File: config.mk
export PLATFORM = sky130hd
export DESIGN_NAME = rtvg_top
export DESIGN_NICKNAME = d
export VERILOG_FILES = /design/src/rtl/rtvg_pkg.sv /design/src/rtl/rtvg_seq.sv /design/src/rtl/rtvg_index_ctr.sv /design/src/rtl/rtvg_flit_build.sv /design/src/rtl/rtvg_top.sv
export SDC_FILE = /design/constraint.sdc
export NUM_CORES = 1
export LEC_CHECK = 0
export BUFFER_PORTS_ARGS = -buffer_cell sky130_fd_sc_hd__buf_2
export CELL_PAD_IN_SITES_DETAIL_PLACEMENT = 0
export CELL_PAD_IN_SITES_GLOBAL_PLACEMENT = 1
export CORE_MARGIN = 1.5
export CORE_UTILIZATION = 33
export DETAILED_ROUTE_END_ITERATION = 10
export PLACE_DENSITY_LB_ADDON = 0.1
export SLEW_MARGIN = 20
export SYNTH_ARGS = -nofsm -noshare
export SYNTH_HDL_FRONTEND = slang
export SYNTH_HIERARCHICAL = 1
export SYNTH_SLANG_ARGS = --single-unit
File: constraint.sdc
create_clock -name clk -period 3.05 [get_ports clk]
set_clock_uncertainty 0.05 [all_clocks]
set_input_delay 0.915 -clock clk [delete_from_list [all_inputs] [get_ports clk]]
set_output_delay 0.915 -clock clk [all_outputs]
set_load 0.1 [all_outputs]
File: src/rtl/rtvg_pkg.sv
package rtvg_pkg;
    localparam int DIG_W        = 2;
    localparam int FLIT_W       = 34;
    localparam int N_DIR        = 4;
    localparam int VEC_PER_TRIP = 8;
    localparam int LINK_VECS    = 4;
    localparam int VEC_W        = $clog2(VEC_PER_TRIP);
    localparam int DIR_W        = $clog2(N_DIR);

    localparam logic [1:0] FT_BODY   = 2'b00;
    localparam logic [1:0] FT_HEAD   = 2'b01;
    localparam logic [1:0] FT_TAIL   = 2'b10;
    localparam logic [1:0] FT_SINGLE = 2'b11;

    typedef enum logic [1:0] {
        ST_IDLE,
        ST_ROUTER,
        ST_LINK,
        ST_DONE
    } gen_state_t;
endpackage

File: src/rtl/rtvg_seq.sv
module rtvg_seq
    import rtvg_pkg::*;
(
    input  logic       clk,
    input  logic       rst_n,
    input  logic       start,
    input  logic       link_mode,
    input  logic       ready,
    input  logic       last,
    output gen_state_t state,
    output logic       step,
    output logic       clear,
    output logic       valid,
    output logic       done
);
    gen_state_t state_nx;

    always_ff @(posedge clk) begin
        if (!rst_n) state <= ST_IDLE;
        else        state <= state_nx;
    end

    always_comb begin
        state_nx = state;
        valid    = 1'b0;
        done     = 1'b0;
        clear    = 1'b0;
        unique case (state)
            ST_IDLE: begin
                clear = 1'b1;
                if (start) state_nx = link_mode ? ST_LINK : ST_ROUTER;
            end
            ST_ROUTER, ST_LINK: begin
                valid = 1'b1;
                if (ready && last) state_nx = ST_DONE;
            end
            ST_DONE: begin
                done     = 1'b1;
                clear    = 1'b1;
                state_nx = ST_IDLE;
            end
            default: state_nx = ST_IDLE;
        endcase
        step = valid && ready;
    end
endmodule

File: src/rtl/rtvg_index_ctr.sv
module rtvg_index_ctr
    import rtvg_pkg::*;
#(
    parameter int N_IN = 5,
    parameter int N_VC = 2,
    localparam int PW  = (N_IN > 1) ? $clog2(N_IN) : 1,
    localparam int VCW = (N_VC > 1) ? $clog2(N_VC) : 1
) (
    input  logic             clk,
    input  logic             rst_n,
    input  logic             clear,
    input  logic             step,
    input  logic             link_sel,
    output logic [PW-1:0]    port_q,
    output logic [DIR_W-1:0] dir_q,
    output logic [VCW-1:0]   vc_q,
    output logic [VEC_W-1:0] vec_q,
    output logic             last
);
    logic vec_wrap, vc_wrap, dir_wrap, port_wrap;

    always_comb begin
        vec_wrap  = link_sel ? (vec_q == VEC_W'(LINK_VECS - 1))
                             : (vec_q == VEC_W'(VEC_PER_TRIP - 1));
        dir_wrap  = (dir_q == DIR_W'(N_DIR - 1));
        port_wrap = (port_q == PW'(N_IN - 1));
        last      = link_sel ? vec_wrap
                             : (vec_wrap && vc_wrap && dir_wrap && port_wrap);
    end

    always_ff @(posedge clk) begin
        if (!rst_n || clear) begin
            vec_q  <= '0;
            dir_q  <= '0;
            port_q <= '0;
        end else if (step) begin
            vec_q <= vec_wrap ? '0 : vec_q + 1'b1;
            if (vec_wrap && vc_wrap && !link_sel) begin
                dir_q <= dir_wrap ? '0 : dir_q + 1'b1;
                if (dir_wrap) port_q <= port_wrap ? '0 : port_q + 1'b1;
            end
        end
    end

    generate
        if (N_VC > 1) begin : g_vc_count
            assign vc_wrap = (vc_q == VCW'(N_VC - 1));
            always_ff @(posedge clk) begin
                if (!rst_n || clear)
                    vc_q <= '0;
                else if (step && vec_wrap && !link_sel)
                    vc_q <= vc_wrap ? '0 : vc_q + 1'b1;
            end
        end else begin : g_vc_fixed
            assign vc_wrap = 1'b1;
            assign vc_q    = '0;
        end
    endgenerate
endmodule

File: src/rtl/rtvg_flit_build.sv
module rtvg_flit_build
    import rtvg_pkg::*;
#(
    parameter int N_VC = 2,
    localparam int VCW = (N_VC > 1) ? $clog2(N_VC) : 1
) (
    input  logic              link_sel,
    input  logic [DIR_W-1:0]  dir,
    input  logic [VCW-1:0]    vc,
    input  logic [VEC_W-1:0]  vec,
    output logic [FLIT_W-1:0] flit,
    output logic              tag
);
    localparam int N_DIGITS = FLIT_W / DIG_W;

    logic [DIG_W-1:0] fill;
    logic [1:0]       ftype;

    always_comb begin
        flit  = '0;
        ftype = FT_BODY;
        if (link_sel) begin
            fill = DIG_W'(LINK_VECS - 1) - DIG_W'(vec);
            for (int i = 0; i < N_DIGITS; i++) flit[i*DIG_W +: DIG_W] = fill;
            tag = ~vec[0];
        end else begin
            fill = vec[DIG_W-1:0];
            if (vec < VEC_W'(4))      ftype = FT_SINGLE;
            else if (vec == VEC_W'(4)) ftype = FT_HEAD;
            else if (vec == VEC_W'(7)) ftype = FT_TAIL;
            else                       ftype = FT_BODY;
            for (int i = 0; i < N_DIGITS - 1; i++) flit[i*DIG_W +: DIG_W] = fill;
            if (ftype == FT_SINGLE || ftype == FT_HEAD) flit[DIR_W-1:0] = dir;
            flit[FLIT_W-1 -: 2] = ftype;
            tag = vc[0];
        end
    end
endmodule

File: src/rtl/rtvg_top.sv
module rtvg_top
    import rtvg_pkg::*;
#(
    parameter int N_IN = 5,
    parameter int N_VC = 2,
    localparam int N_TRIP = N_IN * N_DIR * N_VC,
    localparam int TRIP_W = $clog2(N_TRIP)
) (
    input  logic              clk,
    input  logic              rst_n,
    input  logic              start,
    input  logic              link_mode,
    input  logic              ready,
    output logic [FLIT_W-1:0] flit,
    output logic              chan_tag,
    output logic              valid,
    output logic [TRIP_W-1:0] trip_idx,
    output logic              done
);
    localparam int PW  = (N_IN > 1) ? $clog2(N_IN) : 1;
    localparam int VCW = (N_VC > 1) ? $clog2(N_VC) : 1;

    gen_state_t       state;
    logic             step, clear, last, link_sel;
    logic [PW-1:0]    port_q;
    logic [DIR_W-1:0] dir_q;
    logic [VCW-1:0]   vc_q;
    logic [VEC_W-1:0] vec_q;
    int               trip_calc;

    assign link_sel = (state == ST_LINK);

    rtvg_seq u_seq (
        .clk       (clk),
        .rst_n     (rst_n),
        .start     (start),
        .link_mode (link_mode),
        .ready     (ready),
        .last      (last),
        .state     (state),
        .step      (step),
        .clear     (clear),
        .valid     (valid),
        .done      (done)
    );

    rtvg_index_ctr #(.N_IN(N_IN), .N_VC(N_VC)) u_ctr (
        .clk      (clk),
        .rst_n    (rst_n),
        .clear    (clear),
        .step     (step),
        .link_sel (link_sel),
        .port_q   (port_q),
        .dir_q    (dir_q),
        .vc_q     (vc_q),
        .vec_q    (vec_q),
        .last     (last)
    );

    rtvg_flit_build #(.N_VC(N_VC)) u_build (
        .link_sel (link_sel),
        .dir      (dir_q),
        .vc       (vc_q),
        .vec      (vec_q),
        .flit     (flit),
        .tag      (chan_tag)
    );

    always_comb begin
        trip_calc = (int'(port_q) * N_DIR + int'(dir_q)) * N_VC + int'(vc_q);
        trip_idx  = link_sel ? '0 : TRIP_W'(trip_calc);
    end
endmodule

# Word-level counts from Yosys, hierarchy flattened
# Cells that the tools add are included.
# classes
add_sub_neg	7
order_cmp	1
n_eq_ne	12
muxes	21
n_bitwise	1
n_reduce_logical	18
# ops
cell	count
$mux 34	1
$mux 2	9
$eq 3x3->1 const B	3
$eq 2x2->1 const B	4
$logic_and 1x1->1	8
$mux 1	7
$add 3x1->3 const B	2
$add 6x1->6	1
$mux 3	2
$mux 6	1
$pmux 2 s3	1
$add 5x2->5	1
$eq 2x1->1 const B	2
$reduce_and 2->1	2
$reduce_or 2->1	2
$eq 3x2->1 const B	1
$lt 3x3->1 const B	1
$reduce_and 3->1	1
$add 2x1->2 const B	1
$logic_not 1->1	2
$logic_not 2->1	1
$logic_or 1x1->1	2
$ne 2x1->1 const B	1
$ne 2x2->1 const B	1
other kinds (3)	3
# totals
reg_bits	11
input_bits	5
output_inout_bits	43
word_cells	65

# Longest topological paths before layout
# Gate-level depths: netlist of run 1.
# depth
ltp_word	9
depth_mapped	8
depth_no_buf	8

# Hierarchy
# The synthesis of run 1 kept the hierarchy.
# by_module_without_submodules
mod	n_inst	cells_per_inst	area_per_inst_um2	seq_area_each_um2
rtvg_index_ctr	1	55	493.0	180.2
rtvg_flit_build	1	45	347.8	0.0
rtvg_seq	1	18	156.4	40.0
rtvg_top	1	8	57.6	0.0

# Least setup slack after synthesis of run 1
# No wires, ideal clock.
# synth_path
path_type	reg2out
startpoint	reg u_seq.state[0]
endpoint	out flit[10]
arrival_time_ns	3.236
t_required_ns	2.085
slack_ns	-1.151
stages_incl_launch_ff	6
path_buffers	2
path_cell_list	dfxtp_1 nand2b_4 inv_1 buf_6 xor2_1 buf_4
# synth_via
elab_chain_len	2
# synth_lines
element	line	text
start, declared	rtvg_seq.sv:10	output gen_state_t state,
start signal, assigned	rtvg_seq.sv:20	else state <= state_nx;
$eq 2x2->1	rtvg_top.sv:31	assign link_sel = (state == ST_LINK);
via link_sel	rtvg_top.sv:24	logic step, clear, last, link_sel;
$mux 34	rtvg_flit_build.sv:22	if (link_sel) begin
end, declared	rtvg_top.sv:14	output logic [FLIT_W-1:0] flit,
# The timed path passes the listed nets, and every way through them passes these cells.

# Final worst setup path of run 1
# layout_path
startpoint	reg u_seq.state[0]
endpoint	out flit[33]
# The elaborated chain is that of the path after synthesis.

==> metrics.yaml, run 1 <==
cts.repair.resized: 0
num_rows: 20
die_area_sq_um: 3540
finalWeightedCongestion: 0.711
startpoint_type: "flip-flop"
timing.critical_path.arrival_ns: 1.93
hold_violations: 0
clkLatencyLatePin_ns: 0.27
timing.critical_path.buf_inv: 2
critical_path.max_fanout: 13
synth_warn: 6
ys.flop_type: "dfxtp_1"
grt_usage_pct: 13.2
critical_path_required_ns: 2.08
place_area_sq_um: 1620
io_buffer_count: 47
cts-root-buf: "clkbuf_4"
via_per_inst: 4.54
initial_antenna_violation_count: 0
remaining_drc_errors: 0
run_status: "finished clean"
synth_top_area_cell: "dfxtp_1"
post-cts-setup-buffers: 0
avgRoutedWirePerCell_um: 11.2
yosys-top-cells-area: "dfxtp_1, buf_4, ha_1, and2_1, inv_1"
cts_made_buffers: 3
synth_cell_type_count: 37
cts_tree: "done"
worst_setup_path_end_kind: "output port"
detailedRoute.firstPassIterationCount: 4
holdBufCountCts: 0
vias_post_dr: 881
finalCritPeriodShare_pct: 94.9
rrSetupSlack_ns: 0.74
synth_edf_count: 0
final_design_area_no_fill_sq_um: 1650
core_area_sq_um: 3050
tightest_slew_ns: 0.486
sequential_area_share_after_synthesis_pct: 20.9
start_util_pct: 34.5
grt_pass1_wl_um: 3430
setup_slack_ns: 0.155
chipHeight_um: 59.5
timing.max_cap.violations: 0
tritoncts_num_sinks: 11
report.final.setup_viol: 0
unrepaired_setup_endpoints_after_global_routing: "false"
worstHoldPathType: "flip-flop to flip-flop"
finalWorstPathRequiredPeriod_ns: 2.90
drtAntennaViolNets: 0
crit_chain: "nand2b_4 > inv_1 > or2b_1 > o21ai_1 > buf_2"
cts.clk_slew.worst_paths_ns: 0.07
vias_in_the_first_global_route: 754
design.final.nets: 162
critical_path.top_delay_family: "buffers and inverters"
remaining_global_route_overflow: 0
largest_net_degree_at_the_start_of_global_routing: 16
postSynthCellCount: 126
clock_tree.htree_level_count: 1
syn-num-nets: 137
worst_hold_slack_ns: 0.447
postSynthAreaPerCell_sq_um: 8.37
highest_attainable_clock_frequency_mhz: 345
proportion_of_layout_cells_with_a_drive_suffix_above_1_pct: 41.3
initialDrtViolationCount: 11
synth_async_sr_flop_share_pct: 0
floorplan.io_pins: 48
worstHoldPathCells: 2
route.final.wire_length_um: 2170
synthesis.area_sq_um: 1050
slew_viol_final: 0
cpMaxStageDelayCell: "buf_2"
worst_path_largest_cell_delay_ns: 0.43
area_growth_syn_to_layout_pct: 56.1
synth-seq-cells: 11
worst-setup-path-type: "flip-flop to output port"
synth_top_area_share_pct: 20.9
r2r.worst_path.cells: 9
place_hpwl_um: 1770
cp_num_cells: 5
relSlewSlack_pct: 67.8
insertedDiodeCount: 0
cts.path.max_buffers: 2
place_worst_setup_slack_ns: 0.435
die_width_um: 59.5
synth_stat cells (all sizes together) (3+ instances only):
library cell  instances
and2                  9
a21oi                 5
nor2                  6
nor2b                 4
nand2                 4
o21ai                 7
dfxtp                11
o211ai                3
buf                  29
xor2                  3
ha                    6
nand3b                3
inv                  10
cell families (layout without fill, tap and decap cells):
group                    Yosys count  in the layout  share of synthesized area, %
multiplexers                       2              2                          1.90
buffers and inverters             40             64                          24.9
XOR/XNOR                           4              4                          3.32
AND/OR/NAND/NOR                   37             37                          24.4
AO/OA/AOI/OAI                     26             26                          17.4
adder cells (fa/ha/maj)            6              6                          7.12
flip-flops                        11             11                          20.9
per-layer routing:
metal	track usage, %	wire (um)
met4	7.62	42
met1	15.5	962
met5	0	0
met3	2.62	96
met2	22.0	1070
final timing paths:
check | startpoint | to
worst min-delay path | u_ctr/port_q[2] | u_ctr/port_q[2]
worst min register to register | u_ctr/port_q[2] | u_ctr/port_q[2]
worst max register to register | u_seq/state[0] | u_seq/state[0]
worst max-delay path | u_seq/state[0] | flit[33]
worst reg2reg max path, cell delays in order, from the launching register on:
cell and delay (ns):
dfxtp_1 0.36, nand2b_4 0.16, inv_1 0.21, buf_4 0.24
nand4b_4 0.21, o22ai_1 0.16, and2_1 0.14, a21boi_1 0.07
or2_1 0.23, o311a_1 0.35
cells in the final DEF (no fill, tap or decap), types with 2 or more instances in the layout:
master	Yosys	final
o31ai_1	2	2
o22ai_1	2	2
nor2_1	6	6
ha_1	6	6
or2b_1	2	2
and2_1	8	8
clkbuf_4	0	3
inv_1	10	10
o21ai_1	1	2
xor2_2	0	2
a21bo_1	2	2
buf_4	28	2
nand3b_1	3	3
or4_1	2	2
mux2i_1	2	2
o211ai_2	2	2
buf_12	0	31
dfxtp_1	11	11
nor2b_1	3	3
buf_2	0	17
o21ai_0	6	5
a21oi_1	5	5
nand2_1	4	4
o311a_1	2	2
flip-flops by register name (all words and copies together) (netlist names):
| name | count |
|---|---|
| u_seq/state | 2 |
| u_ctr/vc_q | 1 |
| u_ctr/vec_q | 3 |
| u_ctr/dir_q | 2 |
| u_ctr/port_q | 3 |
layout make-up:
| class | instances | area (sq um) |
|---|---|---|
| well taps | 44 | 55.1 |
| clock buffers | 4 | 26.3 |
| repair buffers | 50 | 721 |
| fillers | 290 | 1410 |
| flip-flops and latches | 11 | 220 |
| inverters | 10 | 37.5 |
| multi-input cells | 75 | 587 |
per-stage QoR:
| stage | cells | TNS (ns) | util, % |
|---|---|---|---|
| final | 194 | 0 | 53.9 |
| after global placement | 190 | 0 | 53.1 |
| after global routing | 194 | 0 | 53.9 |
| after floorplan | 126 | -9.69 | - |
| after detailed placement | 190 | 0 | 53.1 |
| after CTS | 194 | 0 | 53.9 |
Power of run 1 is not shown: default switching activity piles up to over one toggle a cycle in this logic, so the estimate is an artifact.
==> run 2, diff against run 1 <==
==> constraint.sdc (replaced) <==
create_clock -name clk -period 2.85 [get_ports clk]
set_clock_uncertainty 0.05 [all_clocks]
set_input_delay 0.855 -clock clk [delete_from_list [all_inputs] [get_ports clk]]
set_output_delay 0.855 -clock clk [all_outputs]
set_load 0.1 [all_outputs]
==> metrics.yaml, run 2 (same netlist as run 1, synthesis figures left out) <==
hold_violations: 0  # unchanged
largest_net_degree_at_the_start_of_global_routing: 19  # +3
clock_tree.htree_level_count: 1  # unchanged
slew_viol_final: 0  # unchanged
cts.path.max_buffers: 2  # unchanged
worst_setup_path_end_kind: "output port"
initial_antenna_violation_count: 0  # unchanged
insertedDiodeCount: 0  # unchanged
initialDrtViolationCount: 38  # +27
startpoint_type: "flip-flop"
proportion_of_layout_cells_with_a_drive_suffix_above_1_pct: 41.5  # +0.16 points
unrepaired_setup_endpoints_after_global_routing: "true"
num_rows: 20  # unchanged
cts.clk_slew.worst_paths_ns: 0.07  # about the same
tritoncts_num_sinks: 11  # unchanged
cts_tree: "done"
final_common_cell: "buf_4"
relSlewSlack_pct: 67.5  # -0.31 points
drtAntennaViolNets: 0  # unchanged
finalCritPeriodShare_pct: 96.7
via_per_inst: 4.51  # -0.74%
floorplan.io_pins: 48  # unchanged
finalWeightedCongestion: 0.827  # +16%
clkLatencyLatePin_ns: 0.26  # about the same
timing.critical_path.arrival_ns: 1.85  # -0.08 ns
remaining_global_route_overflow: 0  # unchanged
design.final.nets: 159  # -1.9%
timing.max_cap.violations: 0  # unchanged
tightest_slew_ns: 0.487  # +0.000566 ns
worst-setup-path-type: "flip-flop to output port"
finalWorstPathRequiredPeriod_ns: 2.76
die_area_sq_um: 3540  # unchanged
cts_made_buffers: 3  # unchanged
io_buffer_count: 47  # unchanged
remaining_drc_errors: 0  # unchanged
route.final.wire_length_um: 2120  # -2.5%
core_area_sq_um: 3050  # unchanged
chipHeight_um: 59.5  # unchanged
critical_path.max_fanout: 18  # +5
place_hpwl_um: 1550  # -12%
die_width_um: 59.5  # unchanged
highest_attainable_clock_frequency_mhz: 363
critical_path_required_ns: 1.95  # -0.13 ns
grt_pass1_wl_um: 3120  # -9.1%
vias_post_dr: 861  # -2.3%
report.final.setup_viol: 0  # unchanged
largest_registers: "u_ctr/port_q: 3 flops, u_ctr/vec_q: 3 flops"
start_util_pct: 34.5  # unchanged
top_library_cells_by_usage_in_the_layout_fill_and_taps_aside: "buf_4, clkbuf_4, buf_2"
vias_in_the_first_global_route: 735  # -2.5%
worstHoldPathType: "flip-flop to flip-flop"
num-fill-cells: 327  # +13%
detailedRoute.firstPassIterationCount: 4  # unchanged
cts-root-buf: "clkbuf_4"
avgRoutedWirePerCell_um: 11.1  # -0.95%
final_design_area_no_fill_sq_um: 1270  # -23%
area_growth_syn_to_layout_pct: 20.9
place_area_sq_um: 1160  # -28%
run_status: "finished clean"
grt_usage_pct: 11.8  # -1.4 points
## run 2: worst paths after layout
kind / cells past startpoint / startpoint / to / slack, ns
setup / recovery: 4 / u_seq/state[0] / flit[22] / 0.09
hold / removal: 2 / u_ctr/port_q[2] / u_ctr/port_q[2] / 0.45
setup reg to reg: 8 / u_seq/state[0] / u_seq/state[1] / 0.75
hold reg to reg: 2 / u_ctr/port_q[2] / u_ctr/port_q[2] / 0.45
## run 2: layout make-up
| type | count | area [sq um] | area share (%) |
|---|---|---|---|
| clock buffers | 4 | 26.3 | 2.06 |
| inverters | 10 | 37.5 | 2.94 |
| multi-input cells | 75 | 616 | 48.3 |
| flip-flops and latches | 11 | 220 | 17.3 |
| well taps | 44 | 55.1 | 4.32 |
| repair buffers | 47 | 320 | 25.1 |
## run 2: critical path, stage by stage, from the launching register on
cell      delay, ns
dfxtp_1        0.33
nand2b_4       0.17
inv_2          0.31
xor2_4         0.36
clkbuf_4       0.42
## run 2: stage by stage
step / worst slack, ns / hold WS (ns) / setup TNS (ns) / instances / util [%]
after floorplan: -0.127 / 0.410 / -1.56 / 126 / -
after global placement: 0.375 / 0.437 / 0 / 187 / 38.1
after detailed placement: 0.325 / 0.443 / 0 / 187 / 38.1
after CTS: 0.0236 / 0.455 / 0 / 191 / 39.0
after global routing: -0.0675 / 0.485 / -0.714 / 191 / 41.8
final: 0.0945 / 0.447 / 0 / 191 / 41.8
## run 2: repair_timing
| item | in CTS | in global routing |
|---|---|---|
| gates resized for setup | 0 | 53 |
| hold endpoints to repair | 0 | 0 |
| buffers inserted | 0 | 0 |
| hold buffers | 0 | 0 |
| setup endpoints to repair | 0 | 34 |
## run 2: layer usage
layer / vias to the layer above / routed length (um) / GRT usage (%)
met5: - / 0 / 0
met4: 0 / 40 / 6.35
met3: 4 / 88 / 1.97
met2: 27 / 1000 / 19.3
met1: 390 / 983 / 14.6
li1: 440 / - / -
Power of run 2 is left out for the same reason.
